### src/rtl/dma2p_pkg.sv
package dma2p_pkg;
    localparam int AW    = 16;
    localparam int DW    = 8;
    localparam int LW    = 16;
    localparam int RDW   = 16;
    localparam int RAW   = 3;
    localparam int WAITW = 2;
    localparam int NPORT = 2;

    localparam logic [RAW-1:0] OFS_START_A = 3'd0;
    localparam logic [RAW-1:0] OFS_START_B = 3'd1;
    localparam logic [RAW-1:0] OFS_LEN     = 3'd2;
    localparam logic [RAW-1:0] OFS_CFG     = 3'd3;
    localparam logic [RAW-1:0] OFS_CMD     = 3'd4;
    localparam logic [RAW-1:0] OFS_STAT    = 3'd5;

    localparam int CMD_GO   = 0;
    localparam int CMD_HALT = 1;
    localparam int CMD_CLR  = 2;

    typedef enum logic [1:0] {AM_FIXED = 2'd0, AM_INC = 2'd1, AM_DEC = 2'd2, AM_KEEP = 2'd3} amode_e;
    typedef enum logic [1:0] {XM_BYTE = 2'd0, XM_BURST = 2'd1, XM_CONT = 2'd2, XM_SPARE = 2'd3} xmode_e;
    typedef enum logic [2:0] {ST_IDLE, ST_REQ, ST_RD, ST_WR, ST_HOLD} st_e;

    typedef struct packed {
        logic [WAITW-1:0] wait_b;
        logic [WAITW-1:0] wait_a;
        logic             rpt_en;
        xmode_e           xmode;
        logic             dir_ba;
        logic             io_b;
        logic             io_a;
        amode_e           am_b;
        amode_e           am_a;
    } cfg_t;

    localparam int CFGW = $bits(cfg_t);

    function automatic logic [AW-1:0] addr_next(input logic [AW-1:0] a, input amode_e m);
        case (m)
            AM_INC:  addr_next = a + 1'b1;
            AM_DEC:  addr_next = a - 1'b1;
            default: addr_next = a;
        endcase
    endfunction
endpackage

### src/rtl/dma2p_addr_gen.sv
module dma2p_addr_gen
    import dma2p_pkg::*;
(
    input  logic          clk,
    input  logic          rst,
    input  logic          buf_we,
    input  logic [AW-1:0] buf_d,
    input  logic          load,
    input  logic          step,
    input  amode_e        mode,
    output logic [AW-1:0] addr,
    output logic [AW-1:0] start_buf
);
    always_ff @(posedge clk) begin
        if (rst) begin
            start_buf <= '0;
            addr      <= '0;
        end else begin
            if (buf_we) start_buf <= buf_d;
            if (load)      addr <= start_buf;
            else if (step) addr <= addr_next(addr, mode);
        end
    end

    p_buf_no_disturb_r10: assert property (@(posedge clk) disable iff (rst)
        (!load && !step) |=> $stable(addr));
    p_fixed_holds_r2: assert property (@(posedge clk) disable iff (rst)
        (!load && mode == AM_FIXED) |=> $stable(addr));
endmodule

### src/rtl/dma2p_regs.sv
module dma2p_regs
    import dma2p_pkg::*;
(
    input  logic           clk,
    input  logic           rst,
    input  logic           reg_we,
    input  logic [RAW-1:0] reg_addr,
    input  logic [RDW-1:0] reg_wdata,
    output logic [RDW-1:0] reg_rdata,
    input  logic [AW-1:0]  buf_a,
    input  logic [AW-1:0]  buf_b,
    input  logic           end_set,
    input  logic           active,
    input  logic           ready,
    output logic [NPORT-1:0] buf_we,
    output cfg_t           cfg,
    output logic [LW-1:0]  len_buf,
    output logic           go,
    output logic           halt,
    output logic           end_flag
);
    logic cmd_we, clr;

    assign cmd_we    = reg_we && (reg_addr == OFS_CMD);
    assign go        = cmd_we && reg_wdata[CMD_GO];
    assign halt      = cmd_we && reg_wdata[CMD_HALT];
    assign clr       = cmd_we && reg_wdata[CMD_CLR];
    assign buf_we[0] = reg_we && (reg_addr == OFS_START_A);
    assign buf_we[1] = reg_we && (reg_addr == OFS_START_B);

    always_ff @(posedge clk) begin
        if (rst) begin
            len_buf  <= '0;
            cfg      <= '0;
            end_flag <= 1'b0;
        end else begin
            if (reg_we && reg_addr == OFS_LEN) len_buf <= reg_wdata[LW-1:0];
            if (reg_we && reg_addr == OFS_CFG) cfg <= cfg_t'(reg_wdata[CFGW-1:0]);
            if (end_set)  end_flag <= 1'b1;
            else if (clr) end_flag <= 1'b0;
        end
    end

    always_comb begin
        reg_rdata = '0;
        case (reg_addr)
            OFS_START_A: reg_rdata = RDW'(buf_a);
            OFS_START_B: reg_rdata = RDW'(buf_b);
            OFS_LEN:     reg_rdata = RDW'(len_buf);
            OFS_CFG:     reg_rdata = RDW'(cfg);
            OFS_STAT:    reg_rdata = RDW'({ready, end_flag, active});
            default:     reg_rdata = '0;
        endcase
    end

    p_end_sticky_r4: assert property (@(posedge clk) disable iff (rst)
        (end_flag && !clr) |=> end_flag);
    p_end_clear_r4: assert property (@(posedge clk) disable iff (rst)
        (clr && !end_set) |=> !end_flag);
endmodule

### src/rtl/dma2p_seq.sv
module dma2p_seq
    import dma2p_pkg::*;
(
    input  logic             clk,
    input  logic             rst,
    input  logic             go,
    input  logic             halt,
    input  xmode_e           xmode,
    input  logic             rpt_en,
    input  logic [WAITW-1:0] wait_src,
    input  logic [WAITW-1:0] wait_dst,
    input  logic [LW-1:0]    len_buf,
    input  logic             bus_grant,
    input  logic             bus_ready,
    input  logic [DW-1:0]    bus_rdata,
    output logic             load,
    output logic             step,
    output logic             bus_req,
    output logic             rd_cyc,
    output logic             wr_cyc,
    output logic             end_pulse,
    output logic             active,
    output logic [DW-1:0]    dlat
);
    st_e              state;
    logic             stop_pend, stop, start_ok, xfer_end, last;
    logic [LW-1:0]    cnt;
    logic [WAITW-1:0] wcnt;

    assign stop      = stop_pend || halt;
    assign start_ok  = go && !active;
    assign last      = (cnt == LW'(1));
    assign xfer_end  = (state == ST_WR) && (wcnt == wait_dst);
    assign step      = xfer_end;
    assign end_pulse = xfer_end && last;
    assign load      = start_ok || (xfer_end && last && rpt_en && !stop);
    assign rd_cyc    = (state == ST_RD);
    assign wr_cyc    = (state == ST_WR);
    assign bus_req   = (state != ST_IDLE);

    always_ff @(posedge clk) begin
        if (rst) begin
            state     <= ST_IDLE;
            active    <= 1'b0;
            stop_pend <= 1'b0;
            cnt       <= '0;
            wcnt      <= '0;
            dlat      <= '0;
        end else begin
            if (start_ok) begin
                active    <= 1'b1;
                stop_pend <= 1'b0;
                cnt       <= len_buf;
            end else if (halt && active) begin
                stop_pend <= 1'b1;
            end
            case (state)
                ST_IDLE: begin
                    if (active && stop) begin
                        active    <= 1'b0;
                        stop_pend <= 1'b0;
                    end else if (active && bus_ready) begin
                        state <= ST_REQ;
                    end
                end
                ST_REQ: begin
                    if (stop) begin
                        state     <= ST_IDLE;
                        active    <= 1'b0;
                        stop_pend <= 1'b0;
                    end else if (bus_grant) begin
                        state <= ST_RD;
                        wcnt  <= '0;
                    end
                end
                ST_RD: begin
                    if (wcnt == wait_src) begin
                        dlat  <= bus_rdata;
                        state <= ST_WR;
                        wcnt  <= '0;
                    end else begin
                        wcnt <= wcnt + 1'b1;
                    end
                end
                ST_WR: begin
                    if (xfer_end) begin
                        wcnt <= '0;
                        cnt  <= cnt - 1'b1;
                        if (last) begin
                            state <= ST_IDLE;
                            if (rpt_en && !stop) begin
                                cnt <= len_buf;
                            end else begin
                                active    <= 1'b0;
                                stop_pend <= 1'b0;
                            end
                        end else if (stop) begin
                            state     <= ST_IDLE;
                            active    <= 1'b0;
                            stop_pend <= 1'b0;
                        end else begin
                            case (xmode)
                                XM_BURST: state <= bus_ready ? ST_RD : ST_IDLE;
                                XM_CONT:  state <= bus_ready ? ST_RD : ST_HOLD;
                                default:  state <= ST_IDLE;
                            endcase
                        end
                    end else begin
                        wcnt <= wcnt + 1'b1;
                    end
                end
                ST_HOLD: begin
                    if (stop) begin
                        state     <= ST_IDLE;
                        active    <= 1'b0;
                        stop_pend <= 1'b0;
                    end else if (bus_ready) begin
                        state <= ST_RD;
                        wcnt  <= '0;
                    end
                end
                default: state <= ST_IDLE;
            endcase
        end
    end

    p_strobe_grant_r5: assert property (@(posedge clk) disable iff (rst)
        (rd_cyc || wr_cyc) |-> bus_grant);
    p_byte_release_r6: assert property (@(posedge clk) disable iff (rst)
        (xmode == XM_BYTE && xfer_end) |=> !bus_req);
    p_cont_keeps_bus_r8: assert property (@(posedge clk) disable iff (rst)
        (xmode == XM_CONT && xfer_end && !last && !stop) |=> bus_req);
    p_hold_silent_r8: assert property (@(posedge clk) disable iff (rst)
        (state == ST_HOLD && !bus_ready) |=> (!rd_cyc && !wr_cyc));
endmodule

### src/rtl/dma2p.sv
module dma2p
    import dma2p_pkg::*;
(
    input  logic           clk,
    input  logic           rst,
    input  logic           reg_we,
    input  logic [RAW-1:0] reg_addr,
    input  logic [RDW-1:0] reg_wdata,
    output logic [RDW-1:0] reg_rdata,
    output logic           bus_req,
    input  logic           bus_grant,
    input  logic           bus_ready,
    output logic [AW-1:0]  bus_addr,
    output logic           bus_mem,
    output logic           bus_rd,
    output logic           bus_wr,
    output logic [DW-1:0]  bus_wdata,
    input  logic [DW-1:0]  bus_rdata,
    output logic           irq
);
    cfg_t             cfg;
    logic [NPORT-1:0] buf_we;
    logic [AW-1:0]    port_addr [NPORT];
    logic [AW-1:0]    port_buf  [NPORT];
    amode_e           port_mode [NPORT];
    logic [LW-1:0]    len_buf;
    logic             go, halt, load, step, end_pulse, active;
    logic [WAITW-1:0] wait_src, wait_dst;
    logic [AW-1:0]    src_addr, dst_addr;
    logic             src_io, dst_io;

    dma2p_regs u_regs (
        .clk(clk), .rst(rst), .reg_we(reg_we), .reg_addr(reg_addr),
        .reg_wdata(reg_wdata), .reg_rdata(reg_rdata),
        .buf_a(port_buf[0]), .buf_b(port_buf[1]), .end_set(end_pulse),
        .active(active), .ready(bus_ready), .buf_we(buf_we), .cfg(cfg),
        .len_buf(len_buf), .go(go), .halt(halt), .end_flag(irq)
    );

    assign port_mode[0] = cfg.am_a;
    assign port_mode[1] = cfg.am_b;

    for (genvar p = 0; p < NPORT; p++) begin : g_port
        dma2p_addr_gen u_ag (
            .clk(clk), .rst(rst), .buf_we(buf_we[p]), .buf_d(reg_wdata[AW-1:0]),
            .load(load), .step(step), .mode(port_mode[p]),
            .addr(port_addr[p]), .start_buf(port_buf[p])
        );
    end

    assign src_addr = cfg.dir_ba ? port_addr[1] : port_addr[0];
    assign dst_addr = cfg.dir_ba ? port_addr[0] : port_addr[1];
    assign src_io   = cfg.dir_ba ? cfg.io_b : cfg.io_a;
    assign dst_io   = cfg.dir_ba ? cfg.io_a : cfg.io_b;
    assign wait_src = cfg.dir_ba ? cfg.wait_b : cfg.wait_a;
    assign wait_dst = cfg.dir_ba ? cfg.wait_a : cfg.wait_b;

    dma2p_seq u_seq (
        .clk(clk), .rst(rst), .go(go), .halt(halt), .xmode(cfg.xmode),
        .rpt_en(cfg.rpt_en), .wait_src(wait_src), .wait_dst(wait_dst),
        .len_buf(len_buf), .bus_grant(bus_grant), .bus_ready(bus_ready),
        .bus_rdata(bus_rdata), .load(load), .step(step), .bus_req(bus_req),
        .rd_cyc(bus_rd), .wr_cyc(bus_wr), .end_pulse(end_pulse),
        .active(active), .dlat(bus_wdata)
    );

    assign bus_addr = bus_rd ? src_addr : dst_addr;
    assign bus_mem  = bus_rd ? !src_io : !dst_io;

    p_rdwr_excl_r1: assert property (@(posedge clk) disable iff (rst)
        !(bus_rd && bus_wr));
    p_wr_after_rd_r1: assert property (@(posedge clk) disable iff (rst)
        $rose(bus_wr) |-> $past(bus_rd));
endmodule

### config.mk
export PLATFORM = sky130hd
export DESIGN_NAME = dma2p
export DESIGN_NICKNAME = d
export VERILOG_FILES = /design/src/rtl/dma2p_pkg.sv /design/src/rtl/dma2p_addr_gen.sv /design/src/rtl/dma2p_regs.sv /design/src/rtl/dma2p_seq.sv /design/src/rtl/dma2p.sv
export SDC_FILE = /design/constraint.sdc
export NUM_CORES = 1
export LEC_CHECK = 0
export BUFFER_PORTS_ARGS = -buffer_cell sky130_fd_sc_hd__buf_4
export CAP_MARGIN = 20
export CELL_PAD_IN_SITES_DETAIL_PLACEMENT = 1
export CELL_PAD_IN_SITES_GLOBAL_PLACEMENT = 2
export CORE_MARGIN = 8
export CORE_UTILIZATION = 36
export CTS_CLUSTER_SIZE = 24
export DETAILED_ROUTE_END_ITERATION = 10
export PLACE_DENSITY_LB_ADDON = 0.1
export SYNTH_ARGS = -nofsm -noshare
export SYNTH_HDL_FRONTEND = slang
export SYNTH_SLANG_ARGS = --single-unit
### constraint.sdc
create_clock -name clk -period 3.9 [get_ports clk]
set_clock_uncertainty 0.05 [all_clocks]
set_input_delay 0.39 -clock clk [delete_from_list [all_inputs] [get_ports clk]]
set_output_delay 0.39 -clock clk [all_outputs]
set_load 0.01 [all_outputs]
After elaboration in Yosys (flattened, before gate mapping)
Index checks and enable logic that the tools add are counted.
{"block": "totals", "mem_bits_ro": 0, "latchBits": 0, "n_memories": 0, "regBits": 126, "wordCells": 150, "out_inout_bits": 45, "input_bits": 32, "ram_bits": 0}
{"block": "op_classes", "bitwise": 0, "shift": 0, "div_mod_pow": 0, "n_lt_le_gt_ge": 0, "n_mul": 0, "reduce_logical": 37, "n_addsub": 6, "mux": 58, "n_eq_ne": 28}
{"cell": "two-way mux 16 bit", "count": 12}
{"cell": "case mux 16 bit (5 select lines)", "count": 1}
{"cell": "case mux 16 bit (2 select lines)", "count": 2}
{"cell": "subtractor 16 x 1 -> 16 bit (second input constant)", "count": 3}
{"cell": "two-way mux 3 bit", "count": 11}
{"cell": "adder 16 x 1 -> 16 bit (second input constant)", "count": 2}
{"cell": "two-way mux 1 bit", "count": 18}
{"cell": "two-way mux 2 bit", "count": 9}
{"cell": "logical AND 1 bit", "count": 17}
{"cell": "equality test 16 x 1 -> 1 bit (second input constant)", "count": 1}
{"cell": "case mux 3 bit (5 select lines)", "count": 1}
{"cell": "equality test 3 x 2 -> 1 bit (second input constant)", "count": 4}
{"cell": "inequality test 2 bit (second input constant)", "count": 5}
{"cell": "equality test 3 bit (second input constant)", "count": 3}
{"cell": "nonzero test 3 bit", "count": 3}
{"cell": "case mux 2 bit (4 select lines)", "count": 1}
{"cell": "equality test 2 x 1 -> 1 bit (second input constant)", "count": 3}
{"cell": "equality test 2 bit (second input constant)", "count": 3}
{"cell": "equality test 3 x 1 -> 1 bit (second input constant)", "count": 2}
{"cell": "logical NOT 3 bit", "count": 2}
{"cell": "inequality test 2 x 1 -> 1 bit (second input constant)", "count": 3}
{"cell": "inequality test 3 x 2 -> 1 bit (second input constant)", "count": 2}
{"cell": "case mux 1 bit (3 select lines)", "count": 2}
{"cell": "case mux 3 bit (2 select lines)", "count": 1}
{"cell": "other kinds (10)", "count": 18}

Logic depth before layout (Yosys ltp)
Gate-level depths: netlist (run 1).
{"block": "logic_depth", "word_depth": 10, "ltp_mapped": 12}

By module
Synthesis (run 1) repeated with hierarchy kept, for this count alone.
{"block": "hier_totals", "hier_cells": 959, "area_unflattened_um2": 8184.1}
{"module": "dma2p_addr_gen", "instances": 2, "cells_each": 248, "seq_area_each_um2": 640.6, "area_per_inst_um2": 2068.2}
{"module": "dma2p_seq", "instances": 1, "cells_each": 238, "seq_area_each_um2": 620.6, "area_per_inst_um2": 2010.7}
{"module": "dma2p_regs", "instances": 1, "cells_each": 202, "seq_area_each_um2": 620.6, "area_per_inst_um2": 1774.2}
{"module": "dma2p", "instances": 1, "cells_each": 23, "seq_area_each_um2": 0.0, "area_per_inst_um2": 262.8}

Least setup slack after synthesis (run 1)
OpenSTA, ideal clock, no wires.
{"block": "synth_timing", "path_kind": "register to register", "from": "register, netlist name u_regs.cfg[0]", "to": "register g_port[0].u_ag.addr[13]", "path_buffers": 0, "t_required_ns": 3.722, "setup_time_ns": 0.128, "arrival_time_ns": 2.713, "path_slack_ns": 1.010, "path_stages_with_launch": 12, "path_cell_list": "dfxtp_1 inv_1 ha_1 ha_1 a211oi_2 o21bai_1 a21oi_1 a211oi_1 a2111oi_1 xnor2_1 a222oi_1 nor2_1"}
{"block": "synth_via", "elab_chain_len": 4}
{"item": "equality test 2 bit or equality test 2 x 1 -> 1 bit (tied branches)", "line_no": "dma2p_pkg.sv:40", "source": "case (m)"}
{"item": "case mux 16 bit (2 select lines)", "line_no": "dma2p_pkg.sv:40"}
{"item": "two-way mux 16 bit", "line_no": "dma2p_addr_gen.sv:21", "source": "else if (step) addr <= addr_next(addr, mode);"}
{"item": "two-way mux 16 bit", "line_no": "dma2p_addr_gen.sv:20", "source": "if (load) addr <= start_buf;"}
{"item": "to (signal assigned)", "line_no": "dma2p_addr_gen.sv:20"}
{"item": "to (signal assigned)", "line_no": "dma2p_addr_gen.sv:21"}
{"item": "to (decl)", "line_no": "dma2p_addr_gen.sv:11", "source": "output logic [AW-1:0] addr,"}
Parallel ways exist; a longest one is shown, timed or not. The select of a mux whose other input is x is not followed.
A chain may end at the register's enable or synchronous reset.

Final worst setup path (run 1)
{"block": "layout_timing", "from": "register, netlist name u_regs.cfg[0]", "to": "register g_port[0].u_ag.addr[14]"}
{"block": "layout_via", "elab_chain_len": 4}
{"item": "equality test 2 bit or equality test 2 x 1 -> 1 bit (tied branches)", "line_no": "dma2p_pkg.sv:40"}
{"item": "case mux 16 bit (2 select lines)", "line_no": "dma2p_pkg.sv:40"}
{"item": "two-way mux 16 bit", "line_no": "dma2p_addr_gen.sv:21"}
{"item": "two-way mux 16 bit", "line_no": "dma2p_addr_gen.sv:20"}
Parallel ways exist; a longest one is shown, timed or not. The select of a mux whose other input is x is not followed.

==> reports/results.tsv, run 1 <==
stage	metric	value	unit
status	status	complete, no violations	
worst_hold_path	hold_path_depth	3	
floorplanning	start_util	36.3	%
logic_synthesis	netlist.area_leader.share	33.5	%
logic_synthesis	syn_area	0.00753	mm^2
global_routing	antenna_found_initial	0	
pwr	p_comb_share	7.1	%
pwr	power.internal	0.00240	W
logic_synthesis	synth_area_leader_cell	dfxtp_1	
floorplanning	die_y	161	um
finish	antenna_cells	0	
cts	clk_pin_slew	0.06	ns
logic_synthesis	synthArstFlopShare	0	%
worst_setup_path	endpoint_kind	flip-flop	
pwr	leakage	3.46	nW
logic_synthesis	yosysUniqueCellTypes	77	
worst_setup_path	crit_path_top_delay_cell	a211oi_1	
pwr	netSwitchingFraction	24.2	%
sta	fmax	300	MHz
worst_setup_path	cpPeakStageDelay	0.45	ns
pwr	peakVddDrop	262	uV
global_routing	grt_pass1_vias	7553	
cts	cts_buffers	17	
worst_setup_path	crit_type	reg -> reg	
floorplanning	die_area	0.0258	mm^2
flow_run	max_cap_viol_count	0	
worst_setup_path	worstPathCellList	inv_1 -> ha_1 -> buf_4 -> inv_1 -> fa_1 -> nand2b_1 -> a21oi_1 -> o21ai_0 -> a211oi_1 -> o21ai_0 -> o21ai_0 -> xnor2_1 -> o22ai_1	
logic_synthesis	ys_warn_count	0	
global_routing	grt.overflow.total	0	
logic_synthesis	synth.area.top_cells	dfxtp_1 34%, nand2_1 8.2%, a21oi_1 7.7%	
logic_synthesis	synth_most_common_cell	nand2_1	
logic_synthesis	synth_edf_count	0	
placed_design	hpwlAfterDp	20700	um
worst_hold_path	min_path_type	in -> reg	
global_routing	grt_usage	20.9	%
worst_setup_path	cp-startpoint	u_regs.cfg[0]$_SDFFE_PP0P_	
cts	cts-htree-levels	4	
cts	clock-sinks	126	
cts	cts_resized	0	
routing	finalWirelength	27000	um
sta	finalHoldViolations	0	
routing	route.detailed.drc	0	
cts	root_buffer	clkbuf_16	
worst_hold_path	holdPathEnd	u_seq.dlat[4]$_SDFFE_PP0P_	
pwr	p_switching	0.000767	W
logic_synthesis	avgSynthCellArea	8.23	um^2
finish	drive_gt1_share	17.9	%
worst_setup_path	cp-start-kind	flip-flop	
sta	holdWs	0.150	ns
sta	rsz0062_at_grt	no	
sta	slew_headroom	47.8	%
routing	vias_per_cell	5.66	
cts	cts_tree	built	
logic_synthesis	yosys-top-cells-count	165 x nand2_1, 126 x dfxtp_1, 116 x a21oi_1	
worst_setup_path	worstPathRequired	4.13	ns
sta	tightestPinTransition	0.777	ns
sta	final_max_slew_viol_count	0	
floorplanning	die_w	161	um
placed_design	place.gp.congestion	0.871	
cts	postCtsHoldBufs	0	
sta	finalCritPeriodShare	85.6	%
worst_setup_path	regToRegSetupSlack	0.56	ns
pwr	p_per_area	357	mW/mm^2
logic_synthesis	netlist_instances	914	
finish	area_growth	17.8	%
logic_synthesis	synth_ff_type	dfxtp_1	
logic_synthesis	ys_seq_area_share	33.5	%
worst_setup_path	rr_startpoint	u_regs.cfg[0]$_SDFFE_PP0P_	
routing	wl_per_cell	21.5	um
worst_setup_path	critical_path.most_common_cell	o21ai_0	
global_routing	grt_max_degree	55	
worst_setup_path	reg2reg_depth	13	
finish	final_nets	1036	
worst_hold_path	hold_start	bus_rdata[4]	
routing	dr.pass1.iters	6	
worst_setup_path	critPathArrivalTime	3.57	ns
sta	setup_violations	0	
routing	detail-route-antenna-nets	0	
cts	post_cts_buffers	0	
pwr	p_seq_share	42.0	%
routing	first_iter_violations	410	
logic_synthesis	ys_ff_latch	126	
floorplanning	coreArea	0.0208	mm^2
cts	worstSkewPairLatency	0.42	ns
global_routing	grt_pass1_wl	42700	um
pwr	power_frac_clock	51.0	%
worst_setup_path	cp_max_fo	15	
sta	fin_crit	3.34	ns
logic_synthesis	synth_nets	981	
placed_design	io_buffers	76	
floorplanning	rows	53	
worst_setup_path	r2r-end	g_port[0].u_ag.addr[14]$_SDFFE_PP0P_	
routing	via_count	7101	
cts	clockBufferDepth	2	
floorplanning	io_pins	77	
sta	finalSetupTns	0	ns
[logic make-up (layout without fill, tap and decap cells)]
| kind of cell | after synthesis | count (layout) | share of synthesized area [%] |
|---|---|---|---|
| compound gates | 254 | 254 | 21.5 |
| buf+inv | 68 | 134 | 4.11 |
| simple gates | 342 | 342 | 21.5 |
| xor+xnor | 35 | 35 | 4.07 |
| flops | 126 | 126 | 33.5 |
| fa+ha+maj | 35 | 35 | 6.02 |
| mux | 54 | 54 | 9.29 |
[per-layer routing]
metal / wire (um) / vias to the layer above / global-route usage [%]
met2: 13800 / 141 / 37.1
met5: 0 / - / 0
li1: - / 3371 / -
met1: 11800 / 3561 / 25.4
met3: 898 / 28 / 3.48
met4: 476 / 0 / 6.67
[state kept, by name (all words and copies together) (netlist names), 2 cells and up]
signal	count
u_regs.len_buf	16
g_port.u_ag.addr	32
u_seq.state	3
u_seq.cnt	16
u_regs.cfg	14
g_port.u_ag.start_buf	32
u_seq.wcnt	2
u_seq.dlat	8
[through the flow]
stage | total power (W) | cells | worst slack, ns | util, % | cell area [um^2]
after CTS | 0.00319 | 1254 | 0.536 | 42.7 | 8860
after floorplan | 0.00148 | 914 | 1.01 | - | 7530
after global routing | 0.00327 | 1255 | 0.240 | 42.7 | 8860
after detailed placement | 0.00158 | 1224 | 0.548 | 39.8 | 8270
after global placement | 0.00157 | 1224 | 0.721 | 39.8 | 8270
final | 0.00316 | 1255 | 0.563 | 42.7 | 8860
[final cells by class]
type                            count  area [um^2]
Multi-Input combinational cell    720         4700
Clock buffer                       18          439
Inverter                           19         71.3
Sequential cell                   126         2520
Timing Repair Buffer               85          638
Clock inverter                     12          146
Tap cell                          275          344
Fill cell                        2458        11900
[critical path, delay by kind of cell, from the launching register on]
family                   cells  cell delay [ns]
buffers and inverters        3             0.41
XOR/XNOR                     1             0.16
adder cells (fa/ha/maj)      2             0.65
AND/OR/NAND/NOR              1             0.20
flip-flops                   1             0.32
AO/OA/AOI/OAI                6             1.40
[power groups by stage]
stage	Combinational, W	Clock (W)	Sequential, W
floorplan	0.000141	0	0.00134
detailed placement	0.000223	0	0.00136
global placement	0.000217	0	0.00136
CTS	0.000224	0.00164	0.00133
global route	0.000244	0.00170	0.00133
finish	0.000223	0.00161	0.00133
[layout by cell type, fill, tap and decap left out, drive strengths merged, types with 12 or more instances in the layout]
cell type / instances
nand2: 167
dfxtp: 126
a21oi: 119
buf: 85
nor2: 81
o21ai: 37
ha: 33
mux2i: 26
a22oi: 26
xnor2: 24
inv: 19
nor2b: 18
clkbuf: 18
mux2: 17
nand2b: 15
nor3: 14
nand3: 12
o22ai: 12
[worst max-delay path by stage]
stage / end / slack, ns / cells past startpoint
global route: g_port[0].u_ag.addr[13]$_SDFFE_PP0P_ / 0.24 / 12
floorplan: g_port[0].u_ag.addr[13]$_SDFFE_PP0P_ / 1.01 / 11
global placement: g_port[0].u_ag.addr[14]$_SDFFE_PP0P_ / 0.72 / 13
detailed placement: g_port[0].u_ag.addr[13]$_SDFFE_PP0P_ / 0.55 / 12
finish: g_port[0].u_ag.addr[14]$_SDFFE_PP0P_ / 0.56 / 13
CTS: g_port[0].u_ag.addr[13]$_SDFFE_PP0P_ / 0.54 / 12
No activity file was read; power rests on OpenSTA's default activity.
==> inputs of run 2 (changes only) <==
--- a/config.mk
+++ b/config.mk
@@ -13,6 +13,7 @@
 export CORE_UTILIZATION = 36
 export CTS_CLUSTER_SIZE = 24
 export DETAILED_ROUTE_END_ITERATION = 10
+export MAX_ROUTING_LAYER = met4
 export PLACE_DENSITY_LB_ADDON = 0.1
 export SYNTH_ARGS = -nofsm -noshare
 export SYNTH_HDL_FRONTEND = slang
==> reports/results.tsv, run 2 (synthesis results as in run 1) <==
stage	metric	value	unit	change
sta	rsz0062_at_grt	no		
status	status	complete, no violations		
cts	cts-htree-levels	4		unchanged
worst_setup_path	cp-start-kind	flip-flop		
cts	worstSkewPairLatency	0.43	ns	about the same
worst_setup_path	rr_startpoint	u_regs.cfg[2]$_SDFFE_PP0P_		
floorplanning	start_util	36.3	%	unchanged
sta	slew_headroom	46.4	%	-1.4 points
finish	fillerInstances	2440		-0.73%
finish	layoutNonFillerInstCount	1257		+0.16%
sta	fmax	295	MHz	-1.5%
finish	layout_common_cells	165 x nand2_1, 126 x dfxtp_1, 116 x a21oi_1		
global_routing	antenna_found_initial	0		unchanged
worst_setup_path	critPathArrivalTime	3.63	ns	+0.06 ns
routing	detail-route-antenna-nets	0		unchanged
finish	mostFrequentLayoutCell	nand2_1		
worst_hold_path	hold_start	bus_rdata[5]		
worst_hold_path	hold_path_depth	3		unchanged
placed_design	io_buffers	76		unchanged
cts	root_buffer	clkbuf_16		
pwr	p_per_area	370	mW/mm^2	+3.5%
sta	finalHoldViolations	0		unchanged
cts	clk_pin_slew	0.06	ns	about the same
finish	seqCellArea	0.00252	mm^2	unchanged
global_routing	grt_max_degree	67		+22%
sta	tightestPinTransition	0.804	ns	+0.0272 ns
global_routing	grt_usage	21.5	%	+0.51 points
sta	finalCritPeriodShare	86.8	%	+1.3 points
finish	drive_gt1_share	17.9	%	+0.065 points
routing	route.detailed.drc	0		unchanged
worst_setup_path	crit_type	reg -> reg		
cts	cts_resized	0		unchanged
placed_design	dp_cells	1225		+0.082%
worst_setup_path	reg2reg_depth	11		-2
floorplanning	die_area	0.0258	mm^2	unchanged
global_routing	grt.overflow.total	0		unchanged
cts	clockBufferDepth	2		unchanged
routing	wl_per_cell	21.2	um	-1.6%
pwr	peakVddDrop	260	uV	-0.68%
flow_run	max_cap_viol_count	0		unchanged
finish	antenna_cells	0		unchanged
cts	postCtsHoldBufs	0		unchanged
worst_hold_path	min_path_type	in -> reg		
worst_setup_path	r2r-end	g_port[1].u_ag.addr[15]$_SDFFE_PP0P_		
finish	multi_input_comb_area	0.00470	mm^2	unchanged
floorplanning	die_w	161	um	unchanged
floorplanning	io_pins	77		unchanged
sta	fin_crit	3.39	ns	+0.0492 ns
finish	final_nets	1036		unchanged
floorplanning	die_y	161	um	unchanged
worst_hold_path	holdPathEnd	u_seq.dlat[5]$_SDFFE_PP0P_		
cts	clock-sinks	126		unchanged
placed_design	place.gp.congestion	0.817		-6.1%
global_routing	grt_pass1_vias	7381		-2.3%
routing	finalWirelength	26600	um	-1.4%
worst_setup_path	endpoint_kind	flip-flop		
sta	finalSetupTns	0	ns	unchanged
worst_setup_path	worstPathRequired	4.14	ns	about the same
pwr	leakage	3.47	nW	+0.34%
worst_setup_path	regToRegSetupSlack	0.51	ns	-0.05 ns
floorplanning	rows	53		unchanged
global_routing	grt_pass1_wl	42500	um	-0.61%
finish	area_growth	18.5	%	
worst_setup_path	cp_max_fo	15		unchanged
routing	vias_per_cell	5.57		-1.6%
routing	via_count	7000		-1.4%
cts	cts_buffers	17		unchanged
cts	cts_tree	built		
floorplanning	coreArea	0.0208	mm^2	unchanged
routing	dr.pass1.iters	4		-2
finish	reg_top3	g_port.u_ag.addr x32, g_port.u_ag.start_buf x32		
sta	setup_violations	0		unchanged
cts	post_cts_buffers	0		unchanged
placed_design	hpwlAfterDp	20700	um	about the same
sta	final_max_slew_viol_count	0		unchanged
routing	first_iter_violations	352		-14%
-- run 2: changes by cell type in the layout (fill, tap and decap cells not counted) --
cell,before,now
clkbuf_8,1,2
clkinv_2,5,0
clkinvlp_4,3,5
inv_6,0,2
bufinv_16,3,4
clkbuf_1,0,1
-- run 2: metal layers --
layer  global-route usage [%]  up-vias  routed length (um)
met3                     3.33       24                 798
li1                         -     3380                   -
met5                        -        -                   0
met1                     26.4     3495               12300
met2                     35.9      101               13200
met4                     5.90        0                 359
-- run 2: critical path, stage by stage, from the launching register on --
cell and delay [ns]:
dfxtp_1 0.34, nand2b_1 0.20, inv_1 0.48, ha_1 0.34
a21oi_1 0.20, o2111ai_1 0.27, a41oi_1 0.38, o21ai_0 0.22
o211a_1 0.26, o21ai_0 0.19, mux2i_1 0.21, o211ai_1 0.10
-- run 2: area by class of cell --
cell class / instances / area share (%)
Clock buffer: 20 / 5.12
Clock inverter: 12 / 2.06
Inverter: 19 / 0.800
Multi-Input combinational cell: 720 / 52.7
Sequential cell: 126 / 28.3
Tap cell: 275 / 3.86
Timing Repair Buffer: 85 / 7.15
-- run 2: metrics by stage --
stage                     total power [W]  util (%)  instance area, um^2  worst slack [ns]  hold slack (ns)
final                             0.00330      43.0                 8920             0.514            0.146
after global placement            0.00157      39.9                 8280             0.717            0.406
after detailed placement          0.00158      39.9                 8280             0.582            0.423
after CTS                         0.00333      43.0                 8920             0.550            0.129
after floorplan                   0.00148         -                 7530              1.01            0.392
after global routing              0.00341      43.0                 8920             0.261            0.152
-- run 2: power by group --
part / switching [W] / leakage [nW] / internal (W)
Clock: 0.000639 / 0.296 / 0.00111
Sequential: 0.0000230 / 1.02 / 0.00130
Combinational: 0.000138 / 2.16 / 0.0000838
-- run 2: how the worst max path moves through the flow --
stage                                           from                              endpoint  cells past startpoint
after floorplan           u_regs.cfg[0]$_SDFFE_PP0P_  g_port[0].u_ag.addr[13]$_SDFFE_PP0P_                     11
after global placement    u_regs.cfg[2]$_SDFFE_PP0P_  g_port[1].u_ag.addr[15]$_SDFFE_PP0P_                     11
after detailed placement  u_regs.cfg[2]$_SDFFE_PP0P_  g_port[1].u_ag.addr[15]$_SDFFE_PP0P_                     11
after CTS                 u_regs.cfg[2]$_SDFFE_PP0P_  g_port[1].u_ag.addr[15]$_SDFFE_PP0P_                     11
after global routing      u_regs.cfg[2]$_SDFFE_PP0P_  g_port[1].u_ag.addr[15]$_SDFFE_PP0P_                     11
final                     u_regs.cfg[2]$_SDFFE_PP0P_  g_port[1].u_ag.addr[15]$_SDFFE_PP0P_                     11
